**src/rtl/pmc_pkg.sv**
```systemverilog
package pmc_pkg;
  timeunit 1ns; timeprecision 100ps;

  localparam int unsigned PMC_W   = 16;
  localparam int unsigned TRIG_B  = 13;
  localparam int unsigned TYP_LSB = 10;
  localparam int unsigned TYP_W   = 3;
  localparam int unsigned GBL_B   = 2;
  localparam int unsigned BRK_B   = 1;
  localparam int unsigned SCI_B   = 0;
  localparam int unsigned N_EVT   = 4;

  typedef enum logic [TYP_W-1:0] {
    SLP_SOFTOFF  = 3'd0,
    SLP_RAM      = 3'd1,
    SLP_PO_LOST  = 3'd2,
    SLP_PO_CPU   = 3'd3,
    SLP_PO_KEPT  = 3'd4,
    SLP_WORKING  = 3'd5,
    SLP_RSV_A    = 3'd6,
    SLP_RSV_B    = 3'd7
  } slp_kind_e;

  // A sleep kind may start a request only if it is not one of the reserved codes.
  function automatic logic slp_kind_ok(input logic [TYP_W-1:0] k);
    return k <= SLP_WORKING;
  endfunction

  // Readback image: only the stored fields appear, and everything else reads as zero.
  function automatic logic [PMC_W-1:0] pmc_image(input logic [TYP_W-1:0] typ,
                                                 input logic brk, input logic sci);
    logic [PMC_W-1:0] v;
    v = '0;
    v[TYP_LSB +: TYP_W] = typ;
    v[BRK_B] = brk;
    v[SCI_B] = sci;
    return v;
  endfunction
endpackage

```
**src/rtl/pmc_regbank.sv**
```systemverilog
module pmc_regbank
  import pmc_pkg::*;
#(
  parameter int unsigned ADDR_W = 16,
  parameter int unsigned OFFSET = 4
) (
  input  logic              clk,
  input  logic              rst_n,
  input  logic [ADDR_W-1:0] io_base,
  input  logic [ADDR_W-1:0] bus_addr,
  input  logic              bus_wr,
  input  logic [1:0]        bus_be,
  input  logic [PMC_W-1:0]  bus_wdata,
  output logic [PMC_W-1:0]  bus_rdata,
  output logic [TYP_W-1:0]  typ,
  output logic              brk_en,
  output logic              sci_en,
  output logic              slp_req,
  output logic              gbl_wr
);
  timeunit 1ns; timeprecision 100ps;

  localparam logic [ADDR_W-1:0] OFS_V = ADDR_W'(OFFSET);

  logic [ADDR_W-1:0] reg_addr;
  logic              hit_w, wr_hi, wr_lo, slp_fire;

  assign reg_addr = io_base + OFS_V;
  assign hit_w    = (bus_addr == reg_addr);
  assign wr_hi    = bus_wr && hit_w && bus_be[1];
  assign wr_lo    = bus_wr && hit_w && bus_be[0];
  assign slp_fire = wr_hi && bus_wdata[TRIG_B] && slp_kind_ok(bus_wdata[TYP_LSB +: TYP_W]);
  assign gbl_wr   = wr_lo && bus_wdata[GBL_B];

  always_ff @(posedge clk or negedge rst_n) begin
    if (!rst_n) begin
      typ     <= SLP_SOFTOFF;
      brk_en  <= 1'b0;
      sci_en  <= 1'b0;
      slp_req <= 1'b0;
    end else begin
      if (wr_hi) typ <= bus_wdata[TYP_LSB +: TYP_W];
      if (wr_lo) begin
        brk_en <= bus_wdata[BRK_B];
        sci_en <= bus_wdata[SCI_B];
      end
      slp_req <= slp_fire;
    end
  end

  assign bus_rdata = hit_w ? pmc_image(typ, brk_en, sci_en) : '0;

  AST_SLP_FROM_WRITE: assert property (@(posedge clk) disable iff (!rst_n)
    slp_req |-> $past(wr_hi && bus_wdata[TRIG_B]));
  AST_SLP_KIND_VALID: assert property (@(posedge clk) disable iff (!rst_n)
    slp_req |-> slp_kind_ok(typ));
  AST_TYPE_HOLDS: assert property (@(posedge clk) disable iff (!rst_n)
    !$past(wr_hi) |-> $stable(typ));
endmodule

```
**src/rtl/pmc_events.sv**
```systemverilog
module pmc_events
  import pmc_pkg::*;
(
  input  logic             clk,
  input  logic             rst_n,
  input  logic             gbl_wr,
  input  logic             bios_en,
  input  logic             bios_sts_clr,
  input  logic             brk_en,
  input  logic             sci_en,
  input  logic             bm_sts,
  input  logic [N_EVT-1:0] evt_sts,
  output logic             smi_req,
  output logic             bios_sts,
  output logic             brk_evt,
  output logic             sci
);
  timeunit 1ns; timeprecision 100ps;

  logic bm_q, bm_rise, smi_fire;

  assign smi_fire = gbl_wr && bios_en;
  assign bm_rise  = bm_sts && !bm_q;

  always_ff @(posedge clk or negedge rst_n) begin
    if (!rst_n) begin
      smi_req  <= 1'b0;
      bios_sts <= 1'b0;
      bm_q     <= 1'b0;
      brk_evt  <= 1'b0;
    end else begin
      smi_req <= smi_fire;
      if (smi_fire)          bios_sts <= 1'b1;
      else if (bios_sts_clr) bios_sts <= 1'b0;
      bm_q    <= bm_sts;
      brk_evt <= brk_en && bm_rise;
    end
  end

  assign sci = sci_en && (|evt_sts);

  AST_SMI_NEEDS_ENABLE: assert property (@(posedge clk) disable iff (!rst_n)
    smi_req |-> $past(bios_en && gbl_wr));
  AST_STS_WITH_SMI: assert property (@(posedge clk) disable iff (!rst_n)
    smi_req |-> bios_sts);
  AST_BRK_SINGLE: assert property (@(posedge clk) disable iff (!rst_n)
    brk_evt |=> !brk_evt);
  AST_BRK_NEEDS_EN: assert property (@(posedge clk) disable iff (!rst_n)
    brk_evt |-> $past(brk_en && bm_sts));
endmodule

```
**src/rtl/pm_ctrl_reg.sv**
```systemverilog
module pm_ctrl_reg
  import pmc_pkg::*;
#(
  parameter int unsigned ADDR_W = 16,
  parameter int unsigned OFFSET = 4
) (
  input  logic              clk,
  input  logic              rst_n,
  input  logic [ADDR_W-1:0] io_base,
  input  logic [ADDR_W-1:0] bus_addr,
  input  logic              bus_wr,
  input  logic [1:0]        bus_be,
  input  logic [15:0]       bus_wdata,
  output logic [15:0]       bus_rdata,
  input  logic              bios_en,
  input  logic              bios_sts_clr,
  input  logic              bm_sts,
  input  logic              pwrbtn_sts,
  input  logic              lid_sts,
  input  logic              thrm_sts,
  input  logic              gpi_sts,
  output logic              slp_req,
  output logic [2:0]        slp_type,
  output logic              smi_req,
  output logic              bios_sts,
  output logic              brk_evt,
  output logic              sci
);
  timeunit 1ns; timeprecision 100ps;

  logic [TYP_W-1:0] typ_w;
  logic             brk_en_w, sci_en_w, gbl_wr_w;
  logic [N_EVT-1:0] evt_w;

  assign evt_w = {gpi_sts, thrm_sts, lid_sts, pwrbtn_sts};

  pmc_regbank #(.ADDR_W(ADDR_W), .OFFSET(OFFSET)) u_regs (
    .clk(clk), .rst_n(rst_n), .io_base(io_base), .bus_addr(bus_addr),
    .bus_wr(bus_wr), .bus_be(bus_be), .bus_wdata(bus_wdata), .bus_rdata(bus_rdata),
    .typ(typ_w), .brk_en(brk_en_w), .sci_en(sci_en_w), .slp_req(slp_req),
    .gbl_wr(gbl_wr_w)
  );

  pmc_events u_evts (
    .clk(clk), .rst_n(rst_n), .gbl_wr(gbl_wr_w), .bios_en(bios_en),
    .bios_sts_clr(bios_sts_clr), .brk_en(brk_en_w), .sci_en(sci_en_w),
    .bm_sts(bm_sts), .evt_sts(evt_w), .smi_req(smi_req), .bios_sts(bios_sts),
    .brk_evt(brk_evt), .sci(sci)
  );

  assign slp_type = typ_w;

  AST_SCI_GATED: assert property (@(posedge clk) disable iff (!rst_n)
    !sci_en_w |-> !sci);
  AST_SLP_TYPE_SHOWN: assert property (@(posedge clk) disable iff (!rst_n)
    slp_req |-> (slp_type == bus_rdata[12:10] || bus_rdata == 16'h0));
endmodule

```
**config.mk**
```make
export PLATFORM = sky130hd
export DESIGN_NAME = pm_ctrl_reg
export DESIGN_NICKNAME = d
export VERILOG_FILES = /design/src/rtl/pmc_pkg.sv /design/src/rtl/pmc_regbank.sv /design/src/rtl/pmc_events.sv /design/src/rtl/pm_ctrl_reg.sv
export SDC_FILE = /design/constraint.sdc
export NUM_CORES = 1
export LEC_CHECK = 0
export ABC_AREA = 1
export BUFFER_PORTS_ARGS = -buffer_cell sky130_fd_sc_hd__buf_2
export CORE_UTILIZATION = 43
export DETAILED_ROUTE_END_ITERATION = 6
export MAX_ROUTING_LAYER = met4
export PLACE_DENSITY = 0.86
export SYNTH_ARGS = -nofsm -noshare
export SYNTH_HDL_FRONTEND = slang
export SYNTH_HIERARCHICAL = 1
export SYNTH_SLANG_ARGS = --single-unit
```
**constraint.sdc**
```tcl
create_clock -name clk -period 1.3 [get_ports clk]
set_input_delay 0 -clock clk [delete_from_list [all_inputs] [get_ports clk]]
set_output_delay 0 -clock clk [all_outputs]
set_load 0.01 [all_outputs]
```
After elaboration in Yosys (flattened, before gate mapping)
Cells that the tools add are included.
Storage, ports and cells
  register bits after elaboration: 10
  output and inout port bits: 24
  word-level logic and storage cells: 27
Operators by class
  $add $sub $neg: 1
  $lt $le $gt $ge: 1
  eq/ne operators: 1
  mux-type cells: 3
  reduce and logical (&&, ||, !) cells: 13
Operator list (count)
  16-bit by 3-bit adder with 16-bit output, second input constant: 1
  16-bit equality test: 1
  13-bit 2-to-1 mux: 1
  1-bit logical AND: 10
  4-bit OR reduction: 1
  3-bit less-or-equal comparator, second input constant: 1
  1-bit 2-to-1 mux: 2
  2-bit nonzero test: 1
  1-bit zero test: 1

Longest topological paths before layout
Gate-level depths: netlist of run 1.
  depth after elaboration: 7
  depth in mapped cells: 13

Modules after synthesis
Netlist of run 1, hierarchy kept.
By module, submodules not included
  pmc_regbank: instances 1, cells each 202, area each 1161.1 µm²
  pmc_events: instances 1, cells each 14, area each 140.1 µm²

Least setup slack after synthesis of run 1
No wires, ideal clock.
  path type: input to register
  start: in io_base[2]
  end: reg u_evts.bios_sts
  library setup time: 0.076 ns
  arrival time: 1.293 ns
  setup slack: -0.069 ns
  stages: 13
  path buffers: 0
  cell sequence: ha_1 or2_2 nand2_1 nand2_1 nand2_1 nand2_1 inv_1 nand3_1 nor2_2 nand4_1 nor2_1 nand2_1 o21ai_1
Between the ends
  cells in the longest elaborated chain, start to end: 7
RTL lines
  start: declaration: line pm_ctrl_reg.sv:9  | input logic [ADDR_W-1:0] io_base,
  16-bit by 3-bit adder with 16-bit output *: line pmc_regbank.sv:28  | assign reg_addr = io_base + OFS_V;
  16-bit equality test *: line pmc_regbank.sv:29  | assign hit_w = (bus_addr == reg_addr);
  1-bit logical AND * (2 in a row): line pmc_regbank.sv:31  | assign wr_lo = bus_wr && hit_w && bus_be[0];
  1-bit logical AND *: line pmc_regbank.sv:33  | assign gbl_wr = wr_lo && bus_wdata[GBL_B];
  net gbl_wr_w: line pm_ctrl_reg.sv:32  | logic brk_en_w, sci_en_w, gbl_wr_w;
  1-bit logical AND *: line pmc_events.sv:22  | assign smi_fire = gbl_wr && bios_en;
  1-bit 2-to-1 mux or 2-bit nonzero test (tied branches)
  end signal: assignment: line pmc_events.sv:28  | bios_sts <= 1'b0;
  end signal: assignment: line pmc_events.sv:33  | if (smi_fire) bios_sts <= 1'b1;
  end signal: assignment: line pmc_events.sv:34  | else if (bios_sts_clr) bios_sts <= 1'b0;
  end: declaration: line pmc_events.sv:14  | output logic bios_sts,
The timed path passes the listed nets; every way through them passes the cells marked *.
A chain may end at the register's enable or synchronous reset.

Final worst setup path of run 1
  start: in io_base[2]
  end: out bus_rdata[10]
Between the ends
  cells in the longest elaborated chain, start to end: 3
RTL lines
  16-bit by 3-bit adder with 16-bit output: line pmc_regbank.sv:28
  16-bit equality test: line pmc_regbank.sv:29
  13-bit 2-to-1 mux: line pmc_regbank.sv:51  | assign bus_rdata = hit_w ? pmc_image(typ, brk_en, sci_en) : '0;
  end: declaration: line pm_ctrl_reg.sv:14  | output logic [15:0] bus_rdata,
Every way passes these cells.

==> results of run 1 <==
path summary, 6_finish.rpt:
kind                       slack, ns             end
setup / recovery               -0.09   bus_rdata[10]
setup reg to reg                0.67   u_regs/typ[0]
min in group asynchronous       0.12  u_regs/slp_req
hold reg to reg                 0.40  u_evts/brk_evt
hold / removal                 0.003   u_regs/brk_en
max in group asynchronous       0.99  u_evts/smi_req
cells by family after synthesis:
logic type / share of synthesized area (%)
AND/OR/NAND/NOR: 53.56
buffers and inverters: 17.60
flip-flops: 19.23
XOR/XNOR: 6.057
AO/OA/AOI/OAI: 2.307
adder cells (fa/ha/maj): 0.9614
other: 0.2882
what timing repair did:
action,CTS,global route
resized for setup,11,2
hold buffers,8,0
setup buffers,3,1
pin swaps,11,8
endpoints found under the hold margin,17,0
endpoints found under the setup margin,5,13
through the flow:
step	instance area (um2)	cells	setup TNS [ns]	power, mW	worst slack (ns)
floorplan	1354	226	0	0.5427	0.04701
global placement	1708	320	-1.846	0.6682	-0.1960
detailed placement	1708	320	-2.195	0.6786	-0.2211
CTS	1891	335	-0.3587	0.9843	-0.08954
global route	1897	334	-1.378	1.051	-0.2019
finish	1897	334	-0.2165	0.9835	-0.08904
cells in the mapped netlist:
cell and count:
a21oi_1 1, nand4_1 8, nor2_4 4, nor2_2 6, nand3_1 13, inv_2 3
ha_1 1, o21ai_1 2, nand2_2 5, nand3_4 1, nor2_1 15, xor2_1 5
xnor2_1 4, o21ai_0 3, conb_1 1, nor2_8 1, nor3b_1 5, inv_1 36
buf_4 11, nand3_2 1, dfrtp_1 10, nand4_2 1, nand2_4 2, nand2_1 76
or2_2 1
final cells by class:
type                    instances  share of cell area, %
flip-flops and latches         10                  13.19
repair buffers                 84                  26.85
well taps                      31                  2.045
clock buffers                   4                  1.913
multi-input cells             166                  48.28
inverters                      39                  7.718
metal layers:
metal,vias up,GRT usage (%)
met4,0,4.530
met5,-,-
met2,51,38.66
li1,809,-
met3,4,4.535
met1,693,22.96
worst register-to-register path, delay by kind of cell, from the launching register on:
kind	cells	cell delay [ns]
flip-flops	1	0.41
AND/OR/NAND/NOR	2	0.12
flip-flops by register name, indices dropped and copies added, names as in the netlist:
register / cells
u_regs/slp_req: 1
u_regs/typ: 3
u_evts/bios_sts: 1
u_regs/brk_en: 1
u_evts/brk_evt: 1
u_evts/bm_q: 1
u_regs/sci_en: 1
u_evts/smi_req: 1
report_power, final:
group / total (mW) / switching, mW / leakage, nW / internal (mW)
clock: 0.276 / 0.106 / 0.0210 / 0.170
sequential: 0.313 / 0.000484 / 0.137 / 0.313
combinational: 0.395 / 0.219 / 1.02 / 0.176
total: 0.983 / 0.325 / 1.18 / 0.659
==> results.md, run 1 <==
* Final net count at approximately 370
* Met3 wire length at about 150 um
* Hold_sp: bus_wdata[1]
* Initial antenna violation count at 0
* Met1 wire length at 1.299 mm
* Maximum VDD drop at 400.3 uV
* Top post-synthesis cells by area: nand2_1 (22%), dfrtp_1 (19%), inv_1 (10%)
* Worst Setup Path Type: input port to primary output
* Fillers at 235
* Slowest cell on crit path: ha_4
* Initial Util at 46.39%
* Maximum fanout along the worst path at 6
* Slew Limit Fails at 0
* Crit path arrival time at 1.39 ns
* Final Core Density at just under 70%
* Critical Path End Type: primary output
* Status: finished, violations left
* Synth Warn # at 6
* Worst skew pair latency at approximately 0.26 ns
* Gr usage total at 20.95%
* Clk pin slew, worst setup/hold paths at 0.06 ns
* Area growth from synthesis to layout at 45.77%
* Synth unique cells at 25
* Die height at 57.01 um
* Routability cong. at 0.8654
* DR WL met2 at 1.673 mm
* Ports at 84
* Post-route clock period utilization at 106.8%
* DR vias at 1557
* CTS tree: built
* Commonest cells after routing, fill and taps aside: nand2_1 (76), buf_2 (61), inv_1 (35)
* Largest stage delay, worst path at between 0.2 and 0.3 ns
* Clk buf depth at 2
* Chip width at about 57 um
* Startpoint Class: input port
* Htree depth at 1
* Multi-input gate area at 915.9 um2
* Most numerous cell on the critical path: nand2_1
* Die ar. at between 0.003 and 0.004 mm2
* Final Setup Violations at 5
* CTS root buf: clkbuf_4
* Vias in the first global route at between 1000 and 1500
* Max frequency at 0.7199 GHz
* WL/cell at 9.506 um
* Grt ovf at 0
* Synth top area share at between 20% and 30%
* Clk_skew at 0.0002635 ns
* Avg Cell Area, Syn at between 6 and 7 um2
* Fin. Hold Viols at 0
* Register Area at 250.2 um2
* Syn Std Cell Area at 0.001301 mm2
* Hold Path Class: input port to register
* Layout cells sized above 1 at a little under two fifths
* DR top layer: met4
* Critical path, cell by cell: buf_8 > ha_4 > inv_2 > nand2_1 > nand2_1 > nor2_1 > nand2_1 > nor2_2 > nand2_1 > nor2_2 > nand2_4 > nor3b_2 > buf_2
* Leakage at between 1 and 1.5 nW
* Worst R2R Start: u_regs/typ[0]
* Critical path's top delay family: simple AND/OR/NAND/NOR gates
* Setup ws final at -0.08904 ns
* Failing checks: DRC, setup timing
* Post-route ant nets at 0
* Worst setup path start: io_base[2]
* DRC viols at 10
* Post-synthesis sequential area ratio at approximately a fifth
* Commonest non-fill, non-tap cell in the layout: nand2_1
* Vias per cell at around 4.7
* # diodes at 0
* Num Clock Sinks at 10
* Largest net degree at the start of global routing at 11
* Post-synth top area cell: nand2_1
* RSZ-0062 raised after global routing: yes
* First drt pass iteration count at 6
* Stages on worst setup path at 13
* Max-cap viol count at 0
* Post-Route WL at 3.175 mm
* Gate Count Post-Synth at about 220
* Worst R2R Path Depth at 2
* Buf+Inv Stages, Crit Path at 3
* First-pass GRT wire length at 5.278 mm
* #FFs+latches synth at 10
* CP required at between 1 and 1.5 ns
* Hold slack at 0.002948 ns
* Detailed Route Iter0 Violations at 47
* Cts bufs inserted at 3
* Hold Path Stages at 3
* FP Rows at 19
* Core Region at 0.002805 mm2
* Pwr dens at between 500 and 600 mW/mm2
* Fin crit period at roughly 1.4 ns
* Post-DP HPWL at 2.574 mm
* Port Buf Inserts at 63
No activity file was read; power rests on OpenSTA's default activity.
==> inputs of run 2 (changes only) <==
--- a/config.mk
+++ b/config.mk
@@ -7,7 +7,9 @@
 export LEC_CHECK = 0
 export ABC_AREA = 1
 export BUFFER_PORTS_ARGS = -buffer_cell sky130_fd_sc_hd__buf_2
-export CORE_UTILIZATION = 43
+export CELL_PAD_IN_SITES_DETAIL_PLACEMENT = 0
+export CELL_PAD_IN_SITES_GLOBAL_PLACEMENT = 1
+export CORE_UTILIZATION = 27
 export DETAILED_ROUTE_END_ITERATION = 6
 export MAX_ROUTING_LAYER = met4
 export PLACE_DENSITY = 0.86
==> run 2 against run 1 <==
  * Sequential cell count unchanged
  * Non-clock buffer count is 2 lower
  * The flow finishes with violations (setup timing)
  * Global-route usage decreased by 8.1 points
  * First-iteration DRC count shrank 30%
  * Register-to-register slack about the same
  * Clock skew hardly changed
  * Fmax up 2.9%
  * Critical path depth unchanged
  * Worst hold slack gained 0.012 ns
  * Clock-buffer cell count stayed put
  * Cell area up 1.7%
  * Largest power group is now the clock network
  * Power up 12%
  * Critical endpoint unchanged
==> results.md, run 2 (synthesized netlist as in run 1, its figures left out) <==
* Post-route clock period utilization at 103.9% (-3.0 points)
* Number of flip-flops in the largest register at 3 (unchanged)
* Num Clock Sinks at 10 (unchanged)
* Overall power at 1.097 mW (+12%)
* Worst Setup Path Type: input port to primary output
* Fillers at 503 (+110%)
* Core Region at 0.004504 mm2 (+61%)
* DR vias at 1463 (-6.0%)
* Vias in the first global route at 1380 (-1.3%)
* Die height at 71.42 um (+25%)
* Critical path's top delay family: simple AND/OR/NAND/NOR gates
* CTS root buf: clkbuf_8
* FP Rows at 24 (+5)
* Clk pin slew, worst setup/hold paths at 0.05 ns (about the same)
* Register with the most flip-flops: u_regs/typ
* Critical path, cell by cell: buf_8 > ha_4 > inv_2 > nand2_2 > nand2_1 > nor2_1 > nand2_1 > nor2_2 > nand2_1 > nor2_2 > nand2_4 > nor3b_2 > buf_2
* WL/cell at 9.014 um (-5.2%)
* Stages on worst setup path at 13 (unchanged)
* Ports at 84 (unchanged)
* Port Buf Inserts at 63 (unchanged)
* Crit path arrival time at 1.35 ns (-0.04 ns)
* CTS tree: built
* Slew Limit Fails at 0 (unchanged)
* Post-route ant nets at 0 (unchanged)
* Hold Path Stages at 3 (unchanged)
* Clk_skew at 0.0002061 ns (-0.00005740 ns)
* Status: finished, violations left
* Setup ws final at -0.05038 ns (+0.03866 ns)
* Die ar. at 0.005101 mm2 (+57%)
* Final net count at 363 (-0.55%)
* Hold slack at 0.01474 ns (+0.01179 ns)
* Slowest cell on crit path: ha_4
* Initial Util at 28.89% (-17 points)
* Maximum fanout along the worst path at 6 (unchanged)
* Fin. Hold Viols at 0 (unchanged)
* Worst skew pair latency at 0.24 ns (-0.02 ns)
* Chip width at 71.42 um (+25%)
* Routability cong. at 0.7771 (-10%)
* Fin crit period at 1.350 ns (-0.03866 ns)
* Commonest cells after routing, fill and taps aside: nand2_1 (74), buf_2 (61), inv_1 (35)
* CP required at 1.30 ns (about the same)
* Final Setup Violations at 6 (+1)
* Buf+Inv Stages, Crit Path at 3 (unchanged)
* Pwr dens at 568.7 mW/mm2 (+9.7%)
* Area growth from synthesis to layout at 48.27%
* Max-cap viol count at 0 (unchanged)
* Clk buf depth at 2 (unchanged)
* Post-Route WL at 3.182 mm (+0.22%)
* Startpoint Class: input port
* First drt pass iteration count at 4 (-2)
* RSZ-0062 raised after global routing: yes
* Largest net degree at the start of global routing at 11 (unchanged)
* # diodes at 0 (unchanged)
* Initial antenna violation count at 0 (unchanged)
* Gr usage total at 12.90% (-8.1 points)
* Max frequency at 0.7405 GHz (+2.9%)
* Worst R2R Path Depth at 2 (unchanged)
* Detailed Route Iter0 Violations at 33 (-30%)
* Most numerous cell on the critical path: nand2_1
* Post-DP HPWL at 2.743 mm (+6.6%)
* Largest stage delay, worst path at 0.26 ns (about the same)
* Hold Path Class: input port to register
* Layout cells sized above 1 at 38.87% (+1.2 points)
* Vias per cell at 4.144 (-11%)
* DRC viols at 0 (-10)
* Failing checks: setup timing
* Leakage at 1.184 nW (+0.24%)
* Maximum VDD drop at 279.4 uV (-30%)
* First-pass GRT wire length at 5.271 mm (-0.13%)
* Grt ovf at 0 (unchanged)
* Place WS at -0.2778 ns (-0.05668 ns)
* Htree depth at 1 (unchanged)
* Commonest non-fill, non-tap cell in the layout: nand2_1
* Cts bufs inserted at 3 (unchanged)
* Critical Path End Type: primary output
run 2: changes by cell type in the layout (fill, tap and decap cells not counted), moves of 2 or more:
cell	before	now
dlygate4sd3_1	8	5
clkbuf_8	1	4
nand2_2	5	7
nand2_1	76	74
clkbuf_4	3	0
run 2: final cells by class:
type	instances	area [um2]	share of cell area [%]
repair buffers	82	486.7	25.23
multi-input cells	166	925.9	47.99
inverters	39	146.4	7.588
well taps	52	65.06	3.372
clock buffers	4	55.05	2.853
flip-flops and latches	10	250.2	12.97
run 2: metrics by stage:
stage               instances  setup TNS (ns)  instance area, um2  util, %
floorplan                 226               0                1354        -
global placement          341          -1.964                1734    38.50
detailed placement        341          -2.669                1734    38.50
CTS                       353         -0.4710                1906    42.31
global route              353          -1.587                1929    42.83
finish                    353         -0.1997                1929    42.83
run 2: path summary, 6_finish.rpt:
kind / start / endpoint / slack (ns)
min in group asynchronous: rst_n / u_evts/smi_req / 0.15
min: bus_wdata[1] / u_regs/brk_en / 0.01
min reg2reg: u_evts/bm_q / u_evts/brk_evt / 0.39
max: io_base[2] / bus_rdata[10] / -0.05
max reg2reg: u_regs/typ[0] / u_regs/typ[0] / 0.68
max in group asynchronous: rst_n / u_regs/slp_req / 0.96
run 2: worst min-delay path: cells and delay by family:
family	cells	cell delay, ns
buf+inv	1	0.09
simple gates	2	0.12
run 2: layer usage:
metal / share of wire (%) / wire length (um) / global-route usage, % / vias up
met5: 0 / 0 / - / -
met4: 0.50 / 16 / 2.667 / 0
met3: 4.6 / 145 / 1.547 / 3
met2: 54 / 1708 / 24.13 / 35
met1: 41 / 1311 / 14.69 / 618
li1: - / - / - / 807
run 2: repair_timing:
item | CTS | global route
hold buffers | 5 | 0
resized for setup | 12 | 5
hold endpoints to repair | 15 | 0
pin swaps | 12 | 4
buffers inserted | 3 | 0
endpoints found under the setup margin | 7 | 13
run 2: where the power goes:
| part | switching, mW | internal, mW |
|---|---|---|
| clock | 0.129 | 0.267 |
| combinational | 0.215 | 0.172 |
| sequential | 0.000402 | 0.313 |
==> inputs of run 3 (changes only) <==
--- a/config.mk
+++ b/config.mk
@@ -9,10 +9,11 @@
 export BUFFER_PORTS_ARGS = -buffer_cell sky130_fd_sc_hd__buf_2
 export CELL_PAD_IN_SITES_DETAIL_PLACEMENT = 0
 export CELL_PAD_IN_SITES_GLOBAL_PLACEMENT = 1
-export CORE_UTILIZATION = 27
+export CORE_UTILIZATION = 28
+export CTS_BUF_LIST = sky130_fd_sc_hd__clkbuf_4 sky130_fd_sc_hd__clkbuf_8
 export DETAILED_ROUTE_END_ITERATION = 6
 export MAX_ROUTING_LAYER = met4
-export PLACE_DENSITY = 0.86
+export PLACE_DENSITY = 0.88
 export SYNTH_ARGS = -nofsm -noshare
 export SYNTH_HDL_FRONTEND = slang
 export SYNTH_HIERARCHICAL = 1
==> run 3 against run 2 <==
  * The run still ends with setup timing left
  * Core utilization up 0.85 points
  * Die area shrank 3.5%
  * Worst setup slack got worse by 0.048 ns
  * Sequential share of layout area is essentially flat
  * First-iteration DRC count increased by 15%
  * Register-to-register slack hardly changed
  * Sequential power barely moved
  * Final cell count unchanged
  * Highest routed layer unchanged
==> results.md, run 3 (synthesized netlist as in run 1, its figures left out) <==
* Area growth from synthesis to layout at 48.17% (about the same)
* Initial antenna violation count at 0 (unchanged)
* Fillers at 471 (-6.4%)
* Placed Area at 0.001762 mm2 (+1.6%)
* Critical path, cell by cell: buf_8 > ha_4 > inv_2 > nand2_1 > nand2_1 > nor2_1 > nand2_1 > nor2_1 > nand2_1 > nor2_2 > nand2_4 > nor3b_2 > buf_2
* Commonest cells after routing, fill and taps aside: nand2_1 (75), buf_2 (61), inv_1 (35)
* Detailed Route Iter0 Violations at 38 (+15%)
* Crit path arrival time at 1.40 ns (+0.05 ns)
* CTS root buf: clkbuf_8
* Worst skew pair latency at 0.24 ns (about the same)
* Gr usage total at 13.47% (+0.57 points)
* Setup ws final at -0.09812 ns (-0.04774 ns)
* Post-Route WL at 3.107 mm (-2.4%)
* Slowest cell on crit path: ha_4
* Critical Path End Type: primary output
* Core Region at 0.004414 mm2 (-2.0%)
* Final Core Density at 43.68% (+0.85 points)
* Failing checks: setup timing
* Register Area at 250.2 um2 (unchanged)
* Clk_skew at 0.00004249 ns (-0.0001636 ns)
* Largest net degree at the start of global routing at 11 (unchanged)
* Number of flip-flops in the largest register at 3 (unchanged)
* CTS tree: built
* Post-DP HPWL at 2.663 mm (-2.9%)
* Die ar. at 0.004924 mm2 (-3.5%)
* DRC viols at 0 (unchanged)
* Place WS at -0.2426 ns (+0.03516 ns)
* Hold Path Class: input port to register
* RSZ-0062 raised after global routing: yes
* Num Clock Sinks at 10 (unchanged)
* Maximum VDD drop at 270.2 uV (-3.3%)
* Most numerous cell on the critical path: nand2_1
* Routability cong. at 0.7788 (+0.22%)
* Max-cap viol count at 0 (unchanged)
* Chip width at 70.17 um (-1.8%)
* Initial Util at 29.48% (+0.59 points)
* Multi-input gate area at 912.1 um2 (-1.5%)
* Clk buf depth at 2 (unchanged)
* Final Setup Violations at 5 (-1)
* Slew Limit Fails at 0 (unchanged)
* Hold slack at 0.02168 ns (+0.006939 ns)
* Commonest non-fill, non-tap cell in the layout: nand2_1
* Fin crit period at 1.398 ns (+0.04774 ns)
* DR vias at 1479 (+1.1%)
* # diodes at 0 (unchanged)
* Vias per cell at 4.190 (+1.1%)
* Post-route clock period utilization at 107.5% (+3.7 points)
* Ports at 84 (unchanged)
* Cts bufs inserted at 3 (unchanged)
* First drt pass iteration count at 4 (unchanged)
* Die height at 70.17 um (-1.8%)
* Post-route cell area at 0.001928 mm2 (about the same)
* Register with the most flip-flops: u_regs/typ
* Leakage at 1.183 nW (about the same)
* Port Buf Inserts at 63 (unchanged)
* Startpoint Class: input port
* Status: finished, violations left
* WL/cell at 8.802 um (-2.4%)
* CP required at 1.30 ns (about the same)
* Post-route ant nets at 0 (unchanged)
* Maximum fanout along the worst path at 6 (unchanged)
* Htree depth at 1 (unchanged)
* Vias in the first global route at 1318 (-4.5%)
* Fin. Hold Viols at 0 (unchanged)
* Largest stage delay, worst path at 0.26 ns (about the same)
* Pwr dens at 567.9 mW/mm2 (-0.14%)
* Final net count at 363 (unchanged)
* Layout cells sized above 1 at 38.21% (-0.66 points)
* Grt ovf at 0 (unchanged)
* FP Rows at 24 (unchanged)
* Clk pin slew, worst setup/hold paths at 0.05 ns (about the same)
* First-pass GRT wire length at 5.388 mm (+2.2%)
* Overall power at 1.095 mW (-0.21%)
* Worst Setup Path Type: input port to primary output
* Max frequency at 0.7152 GHz (-3.4%)
run 3: cell counts in the layout (fill, tap and decap cells not counted):
No cell type changed its count.
run 3: timing repair:
item,CTS,global route
hold endpoints to repair,15,0
buffers inserted,0,1
resized for setup,9,4
hold buffers,5,0
setup endpoints to repair,6,11
pin swaps,2,9
run 3: worst paths after layout:
path                                        to     startpoint  slack [ns]  cells past startpoint
worst max register to register   u_regs/brk_en  u_regs/brk_en        0.68                      2
min in group asynchronous       u_evts/smi_req          rst_n        0.15                      2
max in group asynchronous        u_regs/typ[1]          rst_n        0.96                      2
worst min-delay path             u_regs/brk_en   bus_wdata[1]        0.02                      3
worst min register to register  u_evts/brk_evt    u_evts/bm_q        0.40                      1
worst max-delay path              bus_rdata[1]     io_base[3]        -0.1                     13
run 3: layout make-up:
class                      instances  area share, %
tap                               52          3.374
inverter                          39          7.592
clock buffer                       4          2.855
sequential                        10          12.98
multi-input combinational        166          47.31
timing repair buffer              82          25.89
run 3: report_power, final:
part           leakage, nW  total (mW)  switching (mW)  internal, mW
combinational         1.02       0.392           0.216         0.176
sequential           0.137       0.314        0.000497         0.314
clock               0.0288       0.389           0.122         0.266
run 3: per-layer routing:
| metal | GRT usage, % | part of all wire, % |
|---|---|---|
| met2 | 23.93 | 49 |
| met5 | - | 0 |
| met1 | 16.42 | 44 |
| met3 | 2.020 | 5.9 |
| met4 | 2.000 | 0.71 |
run 3: critical path: cells and delay by family:
kind / cells / cell delay (ns)
adders and majority gates: 1 / 0.26
and+or+nand+nor: 9 / 0.85
buffers and inverters: 3 / 0.28
run 3: stage by stage:
stage               TNS [ns]  instances
floorplan                  0        226
global placement      -1.898        343
detailed placement    -2.178        343
CTS                  -0.5043        352
global route          -1.582        353
finish               -0.3505        353
